--- config.mk ---
export PLATFORM = sky130hd
export DESIGN_NAME = dma_burst_ctrl
export DESIGN_NICKNAME = d
export VERILOG_FILES = /design/src/rtl/dma_burst_pkg.sv /design/src/rtl/dmab_req_gate.sv /design/src/rtl/dmab_datapath.sv /design/src/rtl/dmab_fsm.sv /design/src/rtl/dma_burst_ctrl.sv
export SDC_FILE = /design/constraint.sdc
export NUM_CORES = 1
export LEC_CHECK = 0
export ABC_AREA = 1
export BUFFER_PORTS_ARGS = -buffer_cell sky130_fd_sc_hd__buf_2
export CORE_MARGIN = 1.5
export CORE_UTILIZATION = 49
export DETAILED_ROUTE_END_ITERATION = 6
export GPL_TIMING_DRIVEN = 1
export MAX_ROUTING_LAYER = met4
export PLACE_DENSITY = 0.74
export SLEW_MARGIN = 20
export SYNTH_ARGS = -nofsm -noshare
export SYNTH_HDL_FRONTEND = slang
export SYNTH_SLANG_ARGS = --single-unit
--- constraint.sdc ---
create_clock -name clk -period 3.5 [get_ports clk]
set_input_delay 0.175 -clock clk [delete_from_list [all_inputs] [get_ports clk]]
set_output_delay 0.175 -clock clk [all_outputs]
set_load 0.01 [all_outputs]
--- src/rtl/dma_burst_pkg.sv ---
package dma_burst_pkg;

    typedef enum logic [2:0] {
        ST_IDLE,
        ST_ARMED,
        ST_HOLD,
        ST_READ,
        ST_WRITE,
        ST_FINISH
    } dmab_state_t;

    typedef struct packed {
        logic mem_rd;
        logic mem_wr;
        logic io_rd;
        logic io_wr;
    } dmab_strobe_t;

    localparam logic DIR_MEM_TO_IO = 1'b0;

    function automatic dmab_strobe_t strobe_decode(dmab_state_t st, logic dir);
        dmab_strobe_t s;
        s = '0;
        if (st == ST_READ) begin
            if (dir == DIR_MEM_TO_IO) s.mem_rd = 1'b1;
            else                      s.io_rd  = 1'b1;
        end else if (st == ST_WRITE) begin
            if (dir == DIR_MEM_TO_IO) s.io_wr  = 1'b1;
            else                      s.mem_wr = 1'b1;
        end
        return s;
    endfunction

    function automatic logic owns_bus(dmab_state_t st);
        return (st == ST_READ) || (st == ST_WRITE);
    endfunction

endpackage

--- src/rtl/dmab_req_gate.sv ---
module dmab_req_gate (
    input  logic clk,
    input  logic rst,
    input  logic armed,
    input  logic mask,
    input  logic dev_req,
    input  logic hold_ack,
    output logic req_ok,
    output logic grant_seen
);
    // only an unmasked request on an armed channel reaches the bus request
    assign req_ok = armed && dev_req && !mask;

    // grant from the CPU is captured before it is acted upon
    always_ff @(posedge clk) begin
        if (rst) grant_seen <= 1'b0;
        else     grant_seen <= hold_ack;
    end
endmodule

--- src/rtl/dmab_datapath.sv ---
module dmab_datapath #(
    parameter int AW = 16,
    parameter int DW = 32,
    parameter int CW = 16
) (
    input  logic          clk,
    input  logic          rst,
    input  logic          load,
    input  logic          capture,
    input  logic          step,
    input  logic [AW-1:0] ld_addr,
    input  logic [CW-1:0] ld_count,
    input  logic          ld_mask,
    input  logic          ld_dir,
    input  logic [DW-1:0] rdata,
    output logic [AW-1:0] addr,
    output logic [DW-1:0] data,
    output logic          mask,
    output logic          dir,
    output logic          last
);
    localparam logic [CW-1:0] ONE_WORD = CW'(1);

    logic [CW-1:0] remain;

    always_ff @(posedge clk) begin
        if (rst) begin
            addr   <= '0;
            remain <= '0;
            data   <= '0;
            mask   <= 1'b1;
            dir    <= 1'b0;
        end else begin
            if (load) begin
                addr   <= ld_addr;
                remain <= ld_count;
                mask   <= ld_mask;
                dir    <= ld_dir;
            end else if (step) begin
                addr   <= addr + AW'(1);
                remain <= remain - ONE_WORD;
            end
            if (capture) data <= rdata;
        end
    end

    assign last = (remain == ONE_WORD);
endmodule

--- src/rtl/dmab_fsm.sv ---
module dmab_fsm
    import dma_burst_pkg::*;
(
    input  logic        clk,
    input  logic        rst,
    input  logic        go_ok,
    input  logic        req_ok,
    input  logic        grant_seen,
    input  logic        last,
    output dmab_state_t state,
    output logic        load
);
    dmab_state_t nxt;

    assign load = go_ok && (state == ST_IDLE || state == ST_ARMED);

    always_comb begin
        nxt = state;
        unique case (state)
            ST_IDLE:   if (go_ok) nxt = ST_ARMED;
            ST_ARMED:  if (!go_ok && req_ok) nxt = ST_HOLD;
            ST_HOLD:   if (grant_seen) nxt = ST_READ;
            ST_READ:   nxt = ST_WRITE;
            ST_WRITE:  nxt = last ? ST_FINISH : ST_READ;
            ST_FINISH: nxt = ST_IDLE;
            default:   nxt = ST_IDLE;
        endcase
    end

    always_ff @(posedge clk) begin
        if (rst) state <= ST_IDLE;
        else     state <= nxt;
    end
endmodule

--- src/rtl/dma_burst_ctrl.sv ---
module dma_burst_ctrl
    import dma_burst_pkg::*;
#(
    parameter int AW = 16,
    parameter int DW = 32,
    parameter int CW = 16
) (
    input  logic          clk,
    input  logic          rst,
    input  logic          cfg_go,
    input  logic [AW-1:0] cfg_addr,
    input  logic [CW-1:0] cfg_count,
    input  logic          cfg_mask,
    input  logic          cfg_dir,
    input  logic          irq_clr,
    input  logic          dev_req,
    output logic          dev_ack,
    output logic          dev_end,
    output logic          hold_req,
    input  logic          hold_ack,
    output logic [AW-1:0] bus_addr,
    input  logic [DW-1:0] bus_rdata,
    output logic [DW-1:0] bus_wdata,
    output logic          mem_rd,
    output logic          mem_wr,
    output logic          io_rd,
    output logic          io_wr,
    output logic          irq
);
    dmab_state_t  state;
    dmab_strobe_t stb;
    logic         load, req_ok, grant_seen, last, go_ok;
    logic         mask_q, dir_q;
    logic [AW-1:0] addr_q;
    logic [DW-1:0] data_q;
    logic          irq_q;

    assign go_ok = cfg_go && (cfg_count != '0);

    dmab_fsm u_fsm (
        .clk(clk), .rst(rst), .go_ok(go_ok), .req_ok(req_ok),
        .grant_seen(grant_seen), .last(last), .state(state), .load(load)
    );

    dmab_req_gate u_gate (
        .clk(clk), .rst(rst), .armed(state == ST_ARMED), .mask(mask_q),
        .dev_req(dev_req), .hold_ack(hold_ack), .req_ok(req_ok),
        .grant_seen(grant_seen)
    );

    dmab_datapath #(.AW(AW), .DW(DW), .CW(CW)) u_dp (
        .clk(clk), .rst(rst), .load(load),
        .capture(state == ST_READ), .step(state == ST_WRITE),
        .ld_addr(cfg_addr), .ld_count(cfg_count), .ld_mask(cfg_mask),
        .ld_dir(cfg_dir), .rdata(bus_rdata), .addr(addr_q), .data(data_q),
        .mask(mask_q), .dir(dir_q), .last(last)
    );

    // completion interrupt: setting has precedence over clearing
    always_ff @(posedge clk) begin
        if (rst)                            irq_q <= 1'b0;
        else if (state == ST_WRITE && last) irq_q <= 1'b1;
        else if (irq_clr)                   irq_q <= 1'b0;
    end

    assign stb       = strobe_decode(state, dir_q);
    assign mem_rd    = stb.mem_rd;
    assign mem_wr    = stb.mem_wr;
    assign io_rd     = stb.io_rd;
    assign io_wr     = stb.io_wr;
    assign dev_ack   = owns_bus(state);
    assign hold_req  = owns_bus(state) || (state == ST_HOLD);
    assign dev_end   = (state == ST_FINISH);
    assign bus_addr  = owns_bus(state) ? addr_q : '0;
    assign bus_wdata = (state == ST_WRITE) ? data_q : '0;
    assign irq       = irq_q;
endmodule

==> flow_summary.ini, run 1 <==
[worst_setup_path]
critPathBufInv = 3
crit_path_top_delay_cell = dfxtp_1
path_delay_family = simple AND/OR/NAND/NOR gates
critPathKind = flop to primary output
cp_slowest_stage_delay_ns = 0.36
crit_chain = nor2_1 > inv_2 > nor2_8 > inv_4 > nor2_1 > buf_2
startpoint_type = flop
end_kind = primary output
crit_top_cell = nor2_1
critPathMaxFanout = 45
worst_ep_arrival_time_ns = 2.00
cp.required_ns = 3.32

[cts]
cts_buffer_depth = 2
cts_tree = yes
postCtsSetupBuffers = 0
h-tree-depth = 3
clock_sinks = 71
cts_buffers = 9
clock_latency_ns = 0.34
postCtsHoldBufs = 0
ctsRootBufferMaster = clkbuf_8
ctsResizeCount = 0
path_clk_slew_ns = 0.08

[grt]
grt_max_degree = 68
grt_use_total_pct = 25.02
grt_antenna_before_repair = 0
grt_pass1_vias = 3992
grt_pass1_wl_mm = 17.11
overflow = 0

[routing]
first_pass_iters = 5
wl_mm = 10.41
drt_iter0_drc = 254
ant_nets = 0
vias_per_cell = 5.006
wl_per_cell_um = 12.02
drc_errors = 0
dr_total_vias = 4335

[placement]
port_buffers = 127
place_congestion = 0.8737
dp_hpwl_mm = 7.437

[pwr]
leakage_nw = 2.332
power_density_mw_per_mm2 = 484.6
irDropWorstVdd_v = 0.0003147

[sta]
finalSetupTns_ns = 0
maxSlewHeadroom_pct = 42.16
hold_viol = 0
whs_ns = 0.03972
tightest_slew_ns = 0.8664
period_share_pct = 62.02
slew_violations = 0
finalClockSkew_ns = 0.009462
rsz0062_at_grt = no
finalCriticalPeriod_ns = 2.171
max_freq_mhz = 460.6
finalSetupViolations = 0

[floorplanning]
io_pins = 128
die_w_um = 93.42
dieArea_mm2 = 0.008727
core_mm2 = 0.007807
num_rows = 32
fp.dieH_um = 93.42
start_util_pct = 51.31

[synth]
synth-edff-count = 0
synth_seq_cells = 71
synthArstFlopShare_pct = 0
yosysWarnings = 0
synth-seq-area-share_pct = 35.48
syn_nets = 723
synthesis.area_mm2 = 0.004006
yosysUniqueCellTypes = 33
syn_inst = 648
synth.avg_cell_area_um2 = 6.183
ys.flop_type = dfxtp_1

[finish]
drive_gt1_share_pct = 21.73
antenna_cells = 0
layout.nets = 834
area_growth_pct = 20.96

[outcome]
status = finished, final reports clean

[min_path]
hold_class = input port to flop

[flow_run]
maxCapViolations = 0
[registers in the layout, summed over array words and instances, names as in the netlist]
name,count
u_dp.data,32
u_fsm.state,3
irq,1
u_dp.mask,1
u_dp.remain,16
u_gate.grant_seen,1
u_dp.dir,1
u_dp.addr,16
[where the power goes]
group | total (mW) | leakage, nW | switching [mW] | internal (mW)
sequential | 0.968 | 0.580 | 0.0656 | 0.902
combinational | 0.627 | 1.64 | 0.413 | 0.214
clock | 0.753 | 0.113 | 0.329 | 0.425
total | 2.35 | 2.33 | 0.807 | 1.54
[final cells by class]
class	instances	area [um^2]
Fill cell	778	2962
Multi-Input combinational cell	454	2067
Sequential cell	71	1421
Timing Repair Buffer	127	635.6
Inverter	96	362.8
Clock buffer	10	137.6
Tap cell	102	127.6
Clock inverter	6	93.84
[final timing paths]
kind / start / end / slack [ns] / cells after the start
min reg2reg: u_dp.data[28] / u_dp.data[28] / 0.45 / 2
max reg2reg: u_fsm.state[1] / u_dp.remain[6] / 1.37 / 8
max: u_fsm.state[1] / bus_wdata[11] / 1.33 / 6
min: cfg_mask / u_dp.mask / 0.04 / 3
[metrics by stage]
step | setup slack, ns | area (um^2) | cells | utilization, % | total power [mW]
finish | 1.329 | 4846 | 866 | 62.07 | 2.348
global route | 1.148 | 4846 | 866 | 62.07 | 2.496
CTS | 1.347 | 4846 | 866 | 62.07 | 2.359
detailed placement | 1.401 | 4614 | 850 | 59.10 | 1.608
global placement | 1.497 | 4614 | 850 | 59.10 | 1.594
floorplan | 2.063 | 4006 | 648 | - | 1.466
[per-layer routing]
layer  global-route usage, %  vias up  wire, um
met5                       -        -         0
met4                   9.470        0       230
met3                   4.065       19       640
met2                   43.12      141      5082
met1                   29.09     1949      4457
li1                        -     2226         -
[layout by cell type, fill, tap and decap left out, types with 2 or more instances in the layout]
| cell | synthesis | routed |
|---|---|---|
| nand4_1 | 5 | 5 |
| clkinv_4 | 0 | 3 |
| inv_1 | 86 | 85 |
| nor3b_1 | 3 | 3 |
| nand2_1 | 121 | 121 |
| clkbuf_8 | 0 | 10 |
| xor2_1 | 10 | 10 |
| o21ai_1 | 15 | 15 |
| nand3_1 | 29 | 29 |
| nor3_1 | 5 | 5 |
| dfxtp_1 | 71 | 71 |
| buf_2 | 10 | 127 |
| nor2_1 | 155 | 155 |
| ha_1 | 3 | 3 |
| a21oi_1 | 51 | 51 |
| a211oi_1 | 2 | 2 |
| nor2_2 | 7 | 7 |
| bufinv_16 | 0 | 2 |
| o21ai_0 | 37 | 37 |
| inv_2 | 9 | 10 |
[cell families after synthesis]
kind of cell / synth area share, %
compound gates: 13.59
xor+xnor: 2.405
fa+ha+maj: 0.9370
buf+inv: 12.93
flops: 35.48
simple gates: 34.67
[worst reg2reg max path, stage by stage, from the launching register on]
cell and delay (ns):
dfxtp_1 0.36, nor2_1 0.20, inv_2 0.10, nor2_8 0.36
inv_4 0.30, nand2_4 0.33, inv_2 0.15, a21oi_1 0.17
nor2_1 0.05
[Yosys cell counts (all sizes together), types with 2 or more instances]
master	count	area (um^2)
buf	18	121.4
nand2	123	471.7
a21oi	51	255.2
ha	3	37.54
nand3	30	162.7
nor3b	3	22.52
clkbuf	9	33.78
xor2	10	87.58
nor2	163	645.6
nand4	5	31.28
o21ai	52	260.3
inv	96	362.9
dfxtp	71	1421
a211oi	2	15.01
nor3	6	35.03
(Power assumes the default switching activity.)
==> inputs of run 2 (changes only) <==
==> constraint.sdc (replaced) <==
create_clock -name clk -period 2.09 [get_ports clk]
set_input_delay 0.1045 -clock clk [delete_from_list [all_inputs] [get_ports clk]]
set_output_delay 0.1045 -clock clk [all_outputs]
set_load 0.01 [all_outputs]
==> run 2 against run 1 <==
  * Sequential share of layout area is 0.24 points lower
  * Worst hold slack worse by 0.0040 ns
  * Via count is 0.37% lower
  * Power is 63% higher
  * Non-clock buffer count is 7 higher
  * Largest cell class unchanged
  * Largest power group unchanged
==> flow_summary.ini, run 2 (same netlist as run 1, synthesis figures left out) <==
[worst_setup_path]
cp_slowest_stage_delay_ns = 0.36
crit_chain = nor2_1 > inv_2 > nor2_8 > inv_4 > buf_4 > nor2_1 > buf_2
critPathMaxFanout = 25
path_delay_family = buffers and inverters
critPathKind = flop to primary output
crit_path_top_delay_cell = dfxtp_1
startpoint_type = flop
cp.required_ns = 1.99
critPathBufInv = 4
crit_top_cell = nor2_1
end_kind = primary output
worst_ep_arrival_time_ns = 1.85

[placement]
placed_cells = 855
port_buffers = 127
dp_hpwl_mm = 7.636
place_congestion = 0.9380

[min_path]
hold_class = input port to flop

[floorplanning]
fp.dieH_um = 93.42
io_pins = 128
num_rows = 32
start_util_pct = 51.31
dieArea_mm2 = 0.008727
die_w_um = 93.42
core_mm2 = 0.007807

[routing]
first_pass_iters = 5
wl_mm = 10.58
drt_iter0_drc = 202
wl_per_cell_um = 12.12
vias_per_cell = 4.947
dr_total_vias = 4319
ant_nets = 0
drc_errors = 0

[cts]
path_clk_slew_ns = 0.07
cts_tree = yes
ctsRootBufferMaster = clkbuf_8
cts_buffers = 9
clock_sinks = 71
h-tree-depth = 3
clock_latency_ns = 0.34
cts_buffer_depth = 2

[finish]
layout_commonest_cell = nor2_1
stdcell_count = 873
regMostFlops = u_dp.data
nFillCells = 793
area_growth_pct = 21.96
antenna_cells = 0
reg_top3 = u_dp.data x32, u_dp.addr x16, u_dp.remain x16
drive_gt1_share_pct = 22.05
largest_register_ffs = 32
fin_util_pct = 62.58
regArea_mm2 = 0.001421
layout_common_cells = nor2_1, buf_2, nand2_1
layout.nets = 841
multi_input_area_mm2 = 0.002072

[sta]
whs_ns = 0.03567
period_share_pct = 93.58
finalClockSkew_ns = 0.007907
max_freq_mhz = 511.3
hold_viol = 0
finalSetupViolations = 0
tightest_slew_ns = 0.5268
slew_violations = 0
finalSetupTns_ns = 0
finalCriticalPeriod_ns = 1.956
maxSlewHeadroom_pct = 64.88
rsz0062_at_grt = no

[grt]
grt_max_degree = 68
overflow = 0
grt_pass1_wl_mm = 17.39
grt_antenna_before_repair = 0
grt_use_total_pct = 25.53
grt_pass1_vias = 4088

[outcome]
status = finished, final reports clean

[pwr]
p_sw_share_pct = 35.49
clkPwrFrac_pct = 29.8
p_comb_share_pct = 27.9
power_mw = 3.834
p_int_mw = 2.473
p_seq_share_pct = 42.3
p_switching_mw = 1.361
power_density_mw_per_mm2 = 784.6
irDropWorstVdd_v = 0.0004892
leakage_nw = 2.359

[flow_run]
maxCapViolations = 0
[run 2: path summary, 6_finish.rpt]
| check | start | to | slack [ns] | cells past startpoint |
|---|---|---|---|---|
| min reg2reg | u_dp.data[28] | u_dp.data[28] | 0.46 | 2 |
| max | u_fsm.state[1] | bus_wdata[18] | 0.13 | 7 |
| min | irq_clr | irq | 0.04 | 4 |
| max reg2reg | u_fsm.state[1] | u_dp.remain[6] | 0.35 | 8 |
[run 2: repair_timing]
item,CTS,global route
setup endpoints to repair,17,2
hold endpoints to repair,2,0
hold buffers,2,0
setup buffers,0,0
gates resized for setup,1,2
[run 2: per-stage QoR]
stage	setup WS [ns]	cell area [um^2]
2_1_floorplan	0.7232	4006
3_3_place_gp	0.3872	4652
3_5_place_dp	0.2709	4652
4_1_cts	0.1196	4883
5_1_grt	0.03421	4886
6_report	0.1342	4886
[run 2: power groups by stage]
stage	clock network [mW]	logic, mW	registers, mW
floorplan	0	0.832	1.62
global placement	0	1.02	1.64
detailed placement	0	1.05	1.65
CTS	1.16	1.07	1.62
global route	1.21	1.23	1.64
finish	1.14	1.07	1.62
[run 2: layout make-up]
class | count | area share (%)
Inverter | 96 | 7.478
Multi-Input combinational cell | 454 | 42.41
Timing Repair Buffer | 134 | 14.19
Sequential cell | 71 | 29.09
Clock buffer | 10 | 2.817
Tap cell | 102 | 2.612
Clock inverter | 6 | 1.408
[run 2: worst min-delay path, delay by kind of cell]
kind,cells,cell delay [ns]
AO/OA/AOI/OAI,1,0.06
buffers and inverters,2,0.11
AND/OR/NAND/NOR,1,0.05
[run 2: layer usage]
metal | part of all wire, % | up-vias | track usage (%) | routed length, um
li1 | - | 2237 | - | -
met3 | 4.4 | 16 | 3.659 | 464
met2 | 51 | 107 | 45.05 | 5361
met4 | 1.7 | 0 | 8.207 | 180
met1 | 43 | 1959 | 29.72 | 4574
met5 | 0 | - | - | 0
==> inputs of run 3 (changes only) <==
--- a/config.mk
+++ b/config.mk
@@ -8,11 +8,11 @@
 export ABC_AREA = 1
 export BUFFER_PORTS_ARGS = -buffer_cell sky130_fd_sc_hd__buf_2
 export CORE_MARGIN = 1.5
-export CORE_UTILIZATION = 49
+export CORE_UTILIZATION = 40
 export DETAILED_ROUTE_END_ITERATION = 6
 export GPL_TIMING_DRIVEN = 1
 export MAX_ROUTING_LAYER = met4
-export PLACE_DENSITY = 0.74
+export PLACE_DENSITY = 0.62
 export SLEW_MARGIN = 20
 export SYNTH_ARGS = -nofsm -noshare
 export SYNTH_HDL_FRONTEND = slang
==> constraint.sdc (replaced) <==
create_clock -name clk -period 2.09 [get_ports clk]
set_input_delay 0.1045 -clock clk [delete_from_list [all_inputs] [get_ports clk]]
set_output_delay 0.1045 -clock clk [all_outputs]
set_load 0.005 [all_outputs]
==> run 3 against run 2 <==
  * Critical path type unchanged
  * Via count shrank 0.76%
  * Largest cell class unchanged
  * Cell count rose by 3.7%
  * Routed wire length rose by 6.3%
  * Power increased by 3.1%
  * Non-clock buffer count is 1 higher
  * Worst hold slack lost 0.021 ns
==> flow_summary.ini, run 3 (same netlist as run 1, synthesis figures left out) <==
[outcome]
status = finished, final reports clean

[grt]
overflow = 0
grt_antenna_before_repair = 0
grtUsageMet1_pct = 27.67
top_usage_layer = met2
grt_max_degree = 68
grt_pass1_wl_mm = 17.55
use_met2_pct = 34.72
gr-usage-met3_pct = 3.186
grt_pass1_vias = 3781
grt_use_total_pct = 21.86

[finish]
area_growth_pct = 23.80
multi_input_area_mm2 = 0.002072
layout_commonest_cell = nor2_1
antenna_cells = 0
layout_common_cells = nor2_1, buf_2, nand2_1
largest_register_ffs = 32
layout.nets = 842
nFillCells = 1063
final_cell_area_mm2 = 0.004960
fin_util_pct = 50.98
regMostFlops = u_dp.data
drive_gt1_share_pct = 21.89
reg_top3 = u_dp.data x32, u_dp.addr x16, u_dp.remain x16
regArea_mm2 = 0.001421

[worst_setup_path]
critPathMaxFanout = 67
cp.required_ns = 1.99
critPathKind = flop to primary output
end_kind = primary output
ff2ff_path_depth = 5
rrSetupSlack_ns = 0.37
startpoint_type = flop
r2r_start = u_fsm.state[1]
worst_ep_arrival_time_ns = 1.88
r2r_end = u_dp.data[28]

[sta]
slew_violations = 0
finalSetupViolations = 0
hold_viol = 0
rsz0062_at_grt = yes
max_freq_mhz = 503.2
whs_ns = 0.01467
maxSlewHeadroom_pct = 40.07
finalCriticalPeriod_ns = 1.987
tightest_slew_ns = 0.8976
finalClockSkew_ns = 0.008336
period_share_pct = 95.09
worst_slack_ns = 0.1027

[floorplanning]
num_rows = 36
start_util_pct = 41.18
core_mm2 = 0.009729
fp.dieH_um = 103.1
io_pins = 128
die_w_um = 103.1
dieArea_mm2 = 0.01063

[cts]
ctsRootBufferMaster = clkbuf_8
clock_sinks = 71
cts_buffers = 9
path_clk_slew_ns = 0.08
cts_buffer_depth = 2
cts_tree = yes
clock_latency_ns = 0.36
h-tree-depth = 3

[routing]
drt_iter0_drc = 237
wl_mm = 11.24
vias_per_cell = 4.736
first_pass_iters = 4
dr_total_vias = 4286
ant_nets = 0
wl_per_cell_um = 12.42
drc_errors = 0

[min_path]
worstHoldStart = bus_rdata[6]
worstHoldEndpoint = u_dp.data[6]
hold_class = input port to flop
hold_path_depth = 3

[placement]
port_buffers = 127
place_ws_ns = 0.4312
dp_hpwl_mm = 8.069
place_congestion = 0.8902
postPlaceCellArea_mm2 = 0.004703

[pwr]
power_mw = 3.952
leakage_nw = 2.371
power_density_mw_per_mm2 = 796.8
irDropWorstVdd_v = 0.0002966

[flow_run]
maxCapViolations = 0
-- run 3: cell count changes in the layout (fill, tap and decap cells not counted) --
cell	change
buf_12	+1
buf_4	-1
bufinv_16	+1
clkbuf_1	+1
clkbuf_8	-1
clkinv_2	-1
dlygate4sd3_1	+1
inv_2	+1
inv_4	-1
-- run 3: how the worst max path moves through the flow --
stage	start	end	slack [ns]	cells past startpoint
6_report	u_fsm.state[1]	io_rd	0.10	5
5_1_grt	u_fsm.state[1]	io_rd	-0.06	5
4_1_cts	u_fsm.state[1]	bus_addr[7]	0.04	6
3_5_place_dp	u_fsm.state[1]	u_dp.data[28]	0.43	5
3_3_place_gp	u_fsm.state[1]	u_dp.data[13]	0.50	5
2_1_floorplan	u_dp.addr[0]	u_dp.addr[12]	0.78	10
-- run 3: through the flow --
step	instances	TNS (ns)
global route	905	-0.1110
global placement	886	0
CTS	905	0
finish	905	0
floorplan	648	0
detailed placement	886	0
-- run 3: report_power, final --
group | internal, mW | switching, mW | total [mW] | leakage (nW)
Clock | 0.681 | 0.578 | 1.26 | 0.107
Sequential | 1.51 | 0.111 | 1.62 | 0.580
Combinational | 0.376 | 0.695 | 1.07 | 1.68
-- run 3: layout make-up --
cell class                 instances  area share (%)
timing repair buffer             135           14.43
tap                              133           3.355
multi-input combinational        454           41.78
clock buffer                      10           2.573
inverter                          96           7.316
sequential                        71           28.66
clock inverter                     6           1.892
-- run 3: timing repair --
item | 4_1_cts | 5_1_grt
hold buffers | 3 | 0
setup endpoints to repair | 0 | 17
gates resized for setup | 0 | 1
setup buffers | 0 | 0
hold endpoints to repair | 3 | 0
-- run 3: metal layers --
metal	wire, um	up-vias
met5	0	-
met4	176	0
met3	479	15
met2	5367	106
met1	5219	1929
li1	-	2236
-- run 3: critical path: stages, from the launching register on --
cell	delay, ns
dfxtp_1	0.41
inv_2	0.07
nor3_2	0.30
inv_2	0.42
nor2_1	0.20
buf_2	0.13
